`src/rtl/trs_pkg.sv`:
```
package trs_pkg;

    typedef enum logic [1:0] {
        PRIV_U = 2'd0,
        PRIV_S = 2'd1,
        PRIV_H = 2'd2,
        PRIV_M = 2'd3
    } priv_e;

    typedef enum logic {
        ST_IDLE = 1'b0,
        ST_RESP = 1'b1
    } state_e;

    typedef struct packed {
        logic       mie;
        logic       mpie;
        logic [1:0] mpp;
        logic       sie;
        logic       spie;
        logic       spp;
    } stat_t;

    localparam int ALIGN_BITS = 2;
    localparam int CAUSE_ILLEGAL  = 2;
    localparam int CAUSE_MISALIGN = 0;

    // The reserved hypervisor level is never entered; user is used instead.
    function automatic priv_e legal_priv(input priv_e p);
        return (p == PRIV_H) ? PRIV_U : p;
    endfunction

endpackage

```
`src/rtl/trs_guard.sv`:
```
module trs_guard
    import trs_pkg::*;
#(
    parameter int CAUSE_W = 4
) (
    input  logic                  is_mach,
    input  logic [1:0]            cur_priv,
    input  logic [ALIGN_BITS-1:0] epc_low,
    input  logic                  cmp_en,
    output logic                  fault,
    output logic [CAUSE_W-1:0]    cause
);

    logic priv_ok;
    logic align_bad;

    always_comb begin
        if (is_mach) priv_ok = (cur_priv == PRIV_M);
        else         priv_ok = (cur_priv != PRIV_U);
    end

    assign align_bad = !cmp_en && (|epc_low);

    // Privilege violation outranks alignment (R2 over R3).
    always_comb begin
        fault = 1'b0;
        cause = CAUSE_W'(CAUSE_MISALIGN);
        if (!priv_ok) begin
            fault = 1'b1;
            cause = CAUSE_W'(CAUSE_ILLEGAL);
        end else if (align_bad) begin
            fault = 1'b1;
            cause = CAUSE_W'(CAUSE_MISALIGN);
        end
    end

endmodule

```
`src/rtl/trs_pop.sv`:
```
module trs_pop
    import trs_pkg::*;
(
    input  logic  is_mach,
    input  stat_t stat_in,
    output stat_t stat_out,
    output priv_e pop_priv
);

    always_comb begin
        stat_out = stat_in;
        if (is_mach) begin
            stat_out.mie  = stat_in.mpie;
            stat_out.mpie = 1'b0;
            stat_out.mpp  = PRIV_U;
            pop_priv      = legal_priv(priv_e'(stat_in.mpp));
        end else begin
            stat_out.sie  = stat_in.spie;
            stat_out.spie = 1'b0;
            stat_out.spp  = 1'b0;
            pop_priv      = legal_priv(priv_e'({1'b0, stat_in.spp}));
        end
    end

endmodule

```
`src/rtl/trs_seq.sv`:
```
module trs_seq
    import trs_pkg::*;
#(
    parameter int XLEN    = 32,
    parameter int CAUSE_W = 4
) (
    input  logic               clk,
    input  logic               rst_n,
    input  logic               ret_req,
    input  logic               ret_is_mach,
    input  logic [1:0]         cur_priv,
    input  logic [XLEN-1:0]    mach_epc,
    input  logic [XLEN-1:0]    sup_epc,
    input  logic               cmp_en,
    input  logic               st_mie,
    input  logic               st_mpie,
    input  logic [1:0]         st_mpp,
    input  logic               st_sie,
    input  logic               st_spie,
    input  logic               st_spp,
    output logic               ret_done,
    output logic               ret_exc,
    output logic [CAUSE_W-1:0] ret_cause,
    output logic [XLEN-1:0]    ret_pc,
    output logic [1:0]         nxt_priv,
    output logic               nx_mie,
    output logic               nx_mpie,
    output logic [1:0]         nx_mpp,
    output logic               nx_sie,
    output logic               nx_spie,
    output logic               nx_spp
);

    state_e             state_q;
    state_e             state_d;
    stat_t              stat_in;
    stat_t              stat_pop;
    stat_t              stat_q;
    priv_e              pop_priv;
    logic [XLEN-1:0]    epc_sel;
    logic               fault;
    logic [CAUSE_W-1:0] cause;

    assign stat_in = '{mie: st_mie, mpie: st_mpie, mpp: st_mpp,
                       sie: st_sie, spie: st_spie, spp: st_spp};
    assign epc_sel = ret_is_mach ? mach_epc : sup_epc;

    trs_guard #(.CAUSE_W(CAUSE_W)) u_guard (
        .is_mach  (ret_is_mach),
        .cur_priv (cur_priv),
        .epc_low  (epc_sel[ALIGN_BITS-1:0]),
        .cmp_en   (cmp_en),
        .fault    (fault),
        .cause    (cause)
    );

    trs_pop u_pop (
        .is_mach  (ret_is_mach),
        .stat_in  (stat_in),
        .stat_out (stat_pop),
        .pop_priv (pop_priv)
    );

    // Next-state logic: IDLE -> RESP on a request, RESP -> IDLE always.
    always_comb begin
        state_d = state_q;
        unique case (state_q)
            ST_IDLE: if (ret_req) state_d = ST_RESP;
            ST_RESP: state_d = ST_IDLE;
            default: state_d = ST_IDLE;
        endcase
    end

    // State register.
    always_ff @(posedge clk or negedge rst_n) begin
        if (!rst_n) state_q <= ST_IDLE;
        else        state_q <= state_d;
    end

    // Output register.
    always_ff @(posedge clk or negedge rst_n) begin
        if (!rst_n) begin
            ret_done  <= 1'b0;
            ret_exc   <= 1'b0;
            ret_cause <= '0;
            ret_pc    <= '0;
            nxt_priv  <= PRIV_M;
            stat_q    <= '0;
        end else begin
            ret_done <= 1'b0;
            unique case (state_q)
                ST_IDLE: begin
                    if (ret_req) begin
                        ret_done  <= 1'b1;
                        ret_exc   <= fault;
                        ret_cause <= cause;
                        if (fault) begin
                            ret_pc   <= '0;
                            nxt_priv <= cur_priv;
                            stat_q   <= stat_in;
                        end else begin
                            ret_pc   <= epc_sel;
                            nxt_priv <= pop_priv;
                            stat_q   <= stat_pop;
                        end
                    end
                end
                ST_RESP: ;
                default: ;
            endcase
        end
    end

    assign nx_mie  = stat_q.mie;
    assign nx_mpie = stat_q.mpie;
    assign nx_mpp  = stat_q.mpp;
    assign nx_sie  = stat_q.sie;
    assign nx_spie = stat_q.spie;
    assign nx_spp  = stat_q.spp;

endmodule

```
`config.mk`:
```
export PLATFORM = sky130hd
export DESIGN_NAME = trs_seq
export DESIGN_NICKNAME = d
export VERILOG_FILES = /design/src/rtl/trs_pkg.sv /design/src/rtl/trs_guard.sv /design/src/rtl/trs_pop.sv /design/src/rtl/trs_seq.sv
export SDC_FILE = /design/constraint.sdc
export NUM_CORES = 1
export LEC_CHECK = 0
export BUFFER_PORTS_ARGS = -buffer_cell sky130_fd_sc_hd__buf_2
export CORE_MARGIN = 2
export CORE_UTILIZATION = 35
export DETAILED_ROUTE_END_ITERATION = 12
export PLACE_DENSITY_LB_ADDON = 0.1
export SLEW_MARGIN = 20
export SYNTH_ARGS = -nofsm -noshare
export SYNTH_HDL_FRONTEND = slang
export SYNTH_SLANG_ARGS = --single-unit
```
`constraint.sdc`:
```
create_clock -name clk -period 1.15 [get_ports clk]
set_input_delay 0.0575 -clock clk [delete_from_list [all_inputs] [get_ports clk]]
set_output_delay 0.0575 -clock clk [all_outputs]
set_load 0.005 [all_outputs]
```
# == Word level (Yosys, flattened, before mapping) ==
# Cells that the tools add are included.
# classes
muxes,15
reduce_logical,5
magnitude_cmp,0
n_div,0
addsub,0
n_eq_ne,2
n_shift,0
bitwise_logic,1
n_mul,0
# ops
op,n
2-to-1 mux 32 bit,2
2-to-1 mux 2 bit,4
2-to-1 mux 7 bit,1
2-to-1 mux 1 bit,5
== test 2 bit (second input constant),2
2-to-1 mux 4 bit,1
2-to-1 mux 3 bit,1
case mux 1 bit (2 select lines),1
AND reduction 2 bit,1
nonzero test 2 bit,1
OR reduction 2 bit,1
logical AND 1 bit,1
zero test 1 bit,1
NOT 1 bit,1
# word_totals
mem_bits_rw,0
romBits,0
input_bits,78
out_inout_bits,47
regBits,48
word_cells,35
n_memories,0
latch_bits,0

# == Logic depth before layout (Yosys ltp) ==
# logic_depth
word_depth,6
ltp_mapped,6
ltp_nobuf,4

# == By module ==
# From an unflattened synthesis, not the netlist that was laid out.
# unflattened
cells_unflattened,170
hier_area_um2,2553.7
# by_module_without_submodules
mod,area_per_inst_um2,n_inst,seq_area_each_um2,cells_each
trs_seq,2392.3,1,1178.6,151
trs_pop,105.1,1,0.0,10
trs_guard,56.3,1,0.0,9

# == Worst setup path before layout ==
# No wires, ideal clock.
# synth_path
path_kind,reg2reg
start,reg ret_done (netlist name)
end,reg ret_pc[0]
setup_time_ns,0.095
n_path_buf,2
required_time_ns,1.055
path_slack_ns,-0.105
path_stages_with_launch,7
period_less_slack_ns,1.255
arrival_ns,1.159
path_cell_list,dfrtp_1 > nand2b_1 > buf_4 > inv_2 > o21ai_2 > buf_2 > o31ai_1
# synth_rtl
item,line_no,rtl
to (signal assigned),trs_seq.sv:102,ret_pc <= epc_sel;
to (decl),trs_seq.sv:24,"output logic [XLEN-1:0] ret_pc,"

==> qor.yml <==
finalHoldViolations: 0
startpoint: "ret_done"
cp_slowest_cell: "dfrtp_1"
htreeDepth: 2
worstSkewPairLatency_ns: 0.29
r2r_cells: 4
regToRegSetupSlack_ns: -0.03
portBuffers: 121
period_minus_slack_ns: 1.18
clkTransAtPathRegs_ns: 0.08
die_h_microns: 83.6
hold_path.class: "input pin to register"
stdcell_area_sq_mm: 0.00328
tritoncts: "yes"
die_area_sq_mm: 0.00699
fp.dieW_microns: 83.6
postSynthCellCount: 208
top_register: "ret_pc"
detailed_place_hpwl_microns: 4380
post_route_cells_drive_above_1_share: 0.523
synth_cell_types: 33
path_max_fanout: 9
nets: 426
synth_area_sq_mm: 0.00222
dr.first_iter.drc_count: 44
postSynthAreaPerCell_sq_um: 10.7
core_area_sq_mm: 0.00603
irDropWorstVdd_mv: 0.470
drc: 0
p_leak_nw: 1.73
whs_path_depth: 3
r2r-start: "ret_done"
ys.warnings.count: 0
clock-root-buffer: "clkbuf_8"
wire_per_inst_microns: 15.5
finalCritPeriodShare: 1.02
cp.arrival_ns: 1.38
drv_slew: 0
clockBufferDepth: 2
fin_util: 0.544
start_util: 0.368
antenna_cells: 0
skew_ns: 0.00495
grt_start_max_net_pins: 26
setup_slack_ns: -0.0261
grt_pass1_vias: 2115
routed_wl_microns: 6550
rsz0062_at_grt: "true"
powerDensity_mw_per_mm2: 1150
synthFlopType: "dfrtp_1"
ys_seq_area_frac: 0.498
antenna_left: 0
max_freq_mhz: 850
path_class: "register to register"
viasPerCell: 4.96
grt.overflow.total: 0
ys_ff_latch: 44
crit_chain: "nand2b_4, inv_8, o21ai_4, o31ai_1"
setup_viol_count_final: 9
status: "finished with violations"
vias: 2098
violations: "negative setup slack"
antenna_found_initial: 0
fp-row-count: 28
areaGrowthSynthToFinish_pct: 47.9
cts.sinks: 44
grt_pass1_wl_microns: 10700
endpoint: "ret_pc[25]"
place.gp.congestion: 0.768
cp-end-kind: "register"
nFillCells: 572
io_pins: 125
synth_edf_count: 0
drt_first_pass_iters: 4
critPathRequiredTime_ns: 1.35
r2r_end: "ret_pc[25]"
maxSlewHeadroom: 0.557
synthArstFlopShare: 1.00
cap_violations: 0
largest_reg_flops: 32
placed_cell_area_sq_mm: 0.00300
crit_path_max_incr_delay_ns: 0.38
cts_inserted_buffers: 5
worst_pin_slew_ns: 0.663
startpoint_type: "register"
track_usage: 0.191
[logic make-up (layout without fill, tap and decap cells)]
kind of cell	after synthesis	count (layout)	synth area share
muxes	33	33	0.149
buffers and inverters	22	155	0.0576
and+or+nand+nor	53	53	0.0982
other	1	3	0.00169
DFF	44	44	0.498
AOI/OAI and AO/OA	55	60	0.196
[synth_stat cells (2+ instances only)]
| library cell | number | share of area |
|---|---|---|
| o31ai_1 | 32 | 0.11 |
| nand2b_1 | 2 | 0.0056 |
| nand2_1 | 43 | 0.073 |
| mux2i_1 | 33 | 0.15 |
| clkbuf_1 | 3 | 0.0051 |
| nor2_1 | 3 | 0.0051 |
| buf_2 | 6 | 0.014 |
| buf_4 | 10 | 0.034 |
| o21bai_2 | 3 | 0.015 |
| o21ai_0 | 6 | 0.014 |
| dfstp_2 | 2 | 0.024 |
| dfrtp_1 | 42 | 0.47 |
| inv_1 | 2 | 0.0034 |
| and2_1 | 2 | 0.0056 |
[worst max-delay path, delay by kind of cell, from the launching register on]
kind                   cells  cell delay [ns]
AOI/OAI and AO/OA          2             0.37
and+or+nand+nor            1             0.19
DFF                        1             0.38
buffers and inverters      1             0.13
[cell usage in the layout, fill, tap and decap left out, types with 5 or more instances in the layout]
master    count
mux2i_1      33
o31ai_1      16
buf_2       121
nand2_1      43
o31ai_2      16
o21ai_4       5
clkbuf_8      5
buf_4        19
o21ai_0       5
dfrtp_1      42
[per-stage QoR]
stage / setup TNS, ns / total power, mW / worst slack (ns) / hold WS (ns) / cells
after floorplan: -0.558 / 2.31 / -0.0193 / -0.238 / 210
after global placement: -10.81 / 2.77 / -0.326 / 0.0498 / 409
after detailed placement: -10.97 / 2.78 / -0.353 / 0.0554 / 409
after CTS: -0.491 / 3.79 / -0.0302 / 0.0111 / 423
after global routing: -2.27 / 4.02 / -0.0925 / 0.00692 / 423
final: -0.145 / 3.78 / -0.0261 / 0.0126 / 423
[repair_timing]
action	in CTS	in global routing
hold endpoints to repair	44	0
gates cloned	5	0
pin swaps	3	2
endpoints found under the setup margin	35	42
gates resized for setup	10	17
setup buffers	1	0
hold buffers	1	0
[power by group]
part / switching, mW / internal (mW)
sequential: 0.0944 / 1.74
combinational: 0.521 / 0.501
clock: 0.513 / 0.414
[how the worst min path moves through the flow]
stage | startpoint | endpoint | slack (ns)
after global placement | rst_n | ret_pc[5] | 0.05
after floorplan | rst_n | nx_mie | -0.24
after CTS | st_spp | nx_spp | 0.01
final | st_mpie | nx_mpie | 0.01
after global routing | st_mpie | nx_mpie | 0.007
after detailed placement | rst_n | ret_pc[2] | 0.06
[per-layer routing]
metal / track usage / share of wire / wire length (microns) / vias to the layer above
met5: 0 / 0 / 0 / -
met1: 0.253 / 0.45 / 2950 / 986
li1: - / - / - / 1029
met4: 0.0308 / 0.0052 / 34 / 0
met2: 0.323 / 0.48 / 3150 / 77
met3: 0.0455 / 0.063 / 411 / 6
[final cells by class]
class                      instances  area (sq um)  area share
sequential                        44          1100       0.337
tap                               75          93.8      0.0286
clock inverter                     1          5.00     0.00153
clock buffer                       6          72.6      0.0221
timing repair buffer             145           812       0.248
inverter                           3          18.8     0.00573
multi-input combinational        149          1170       0.358
Note: power is estimated with default switching activity, not from simulation.
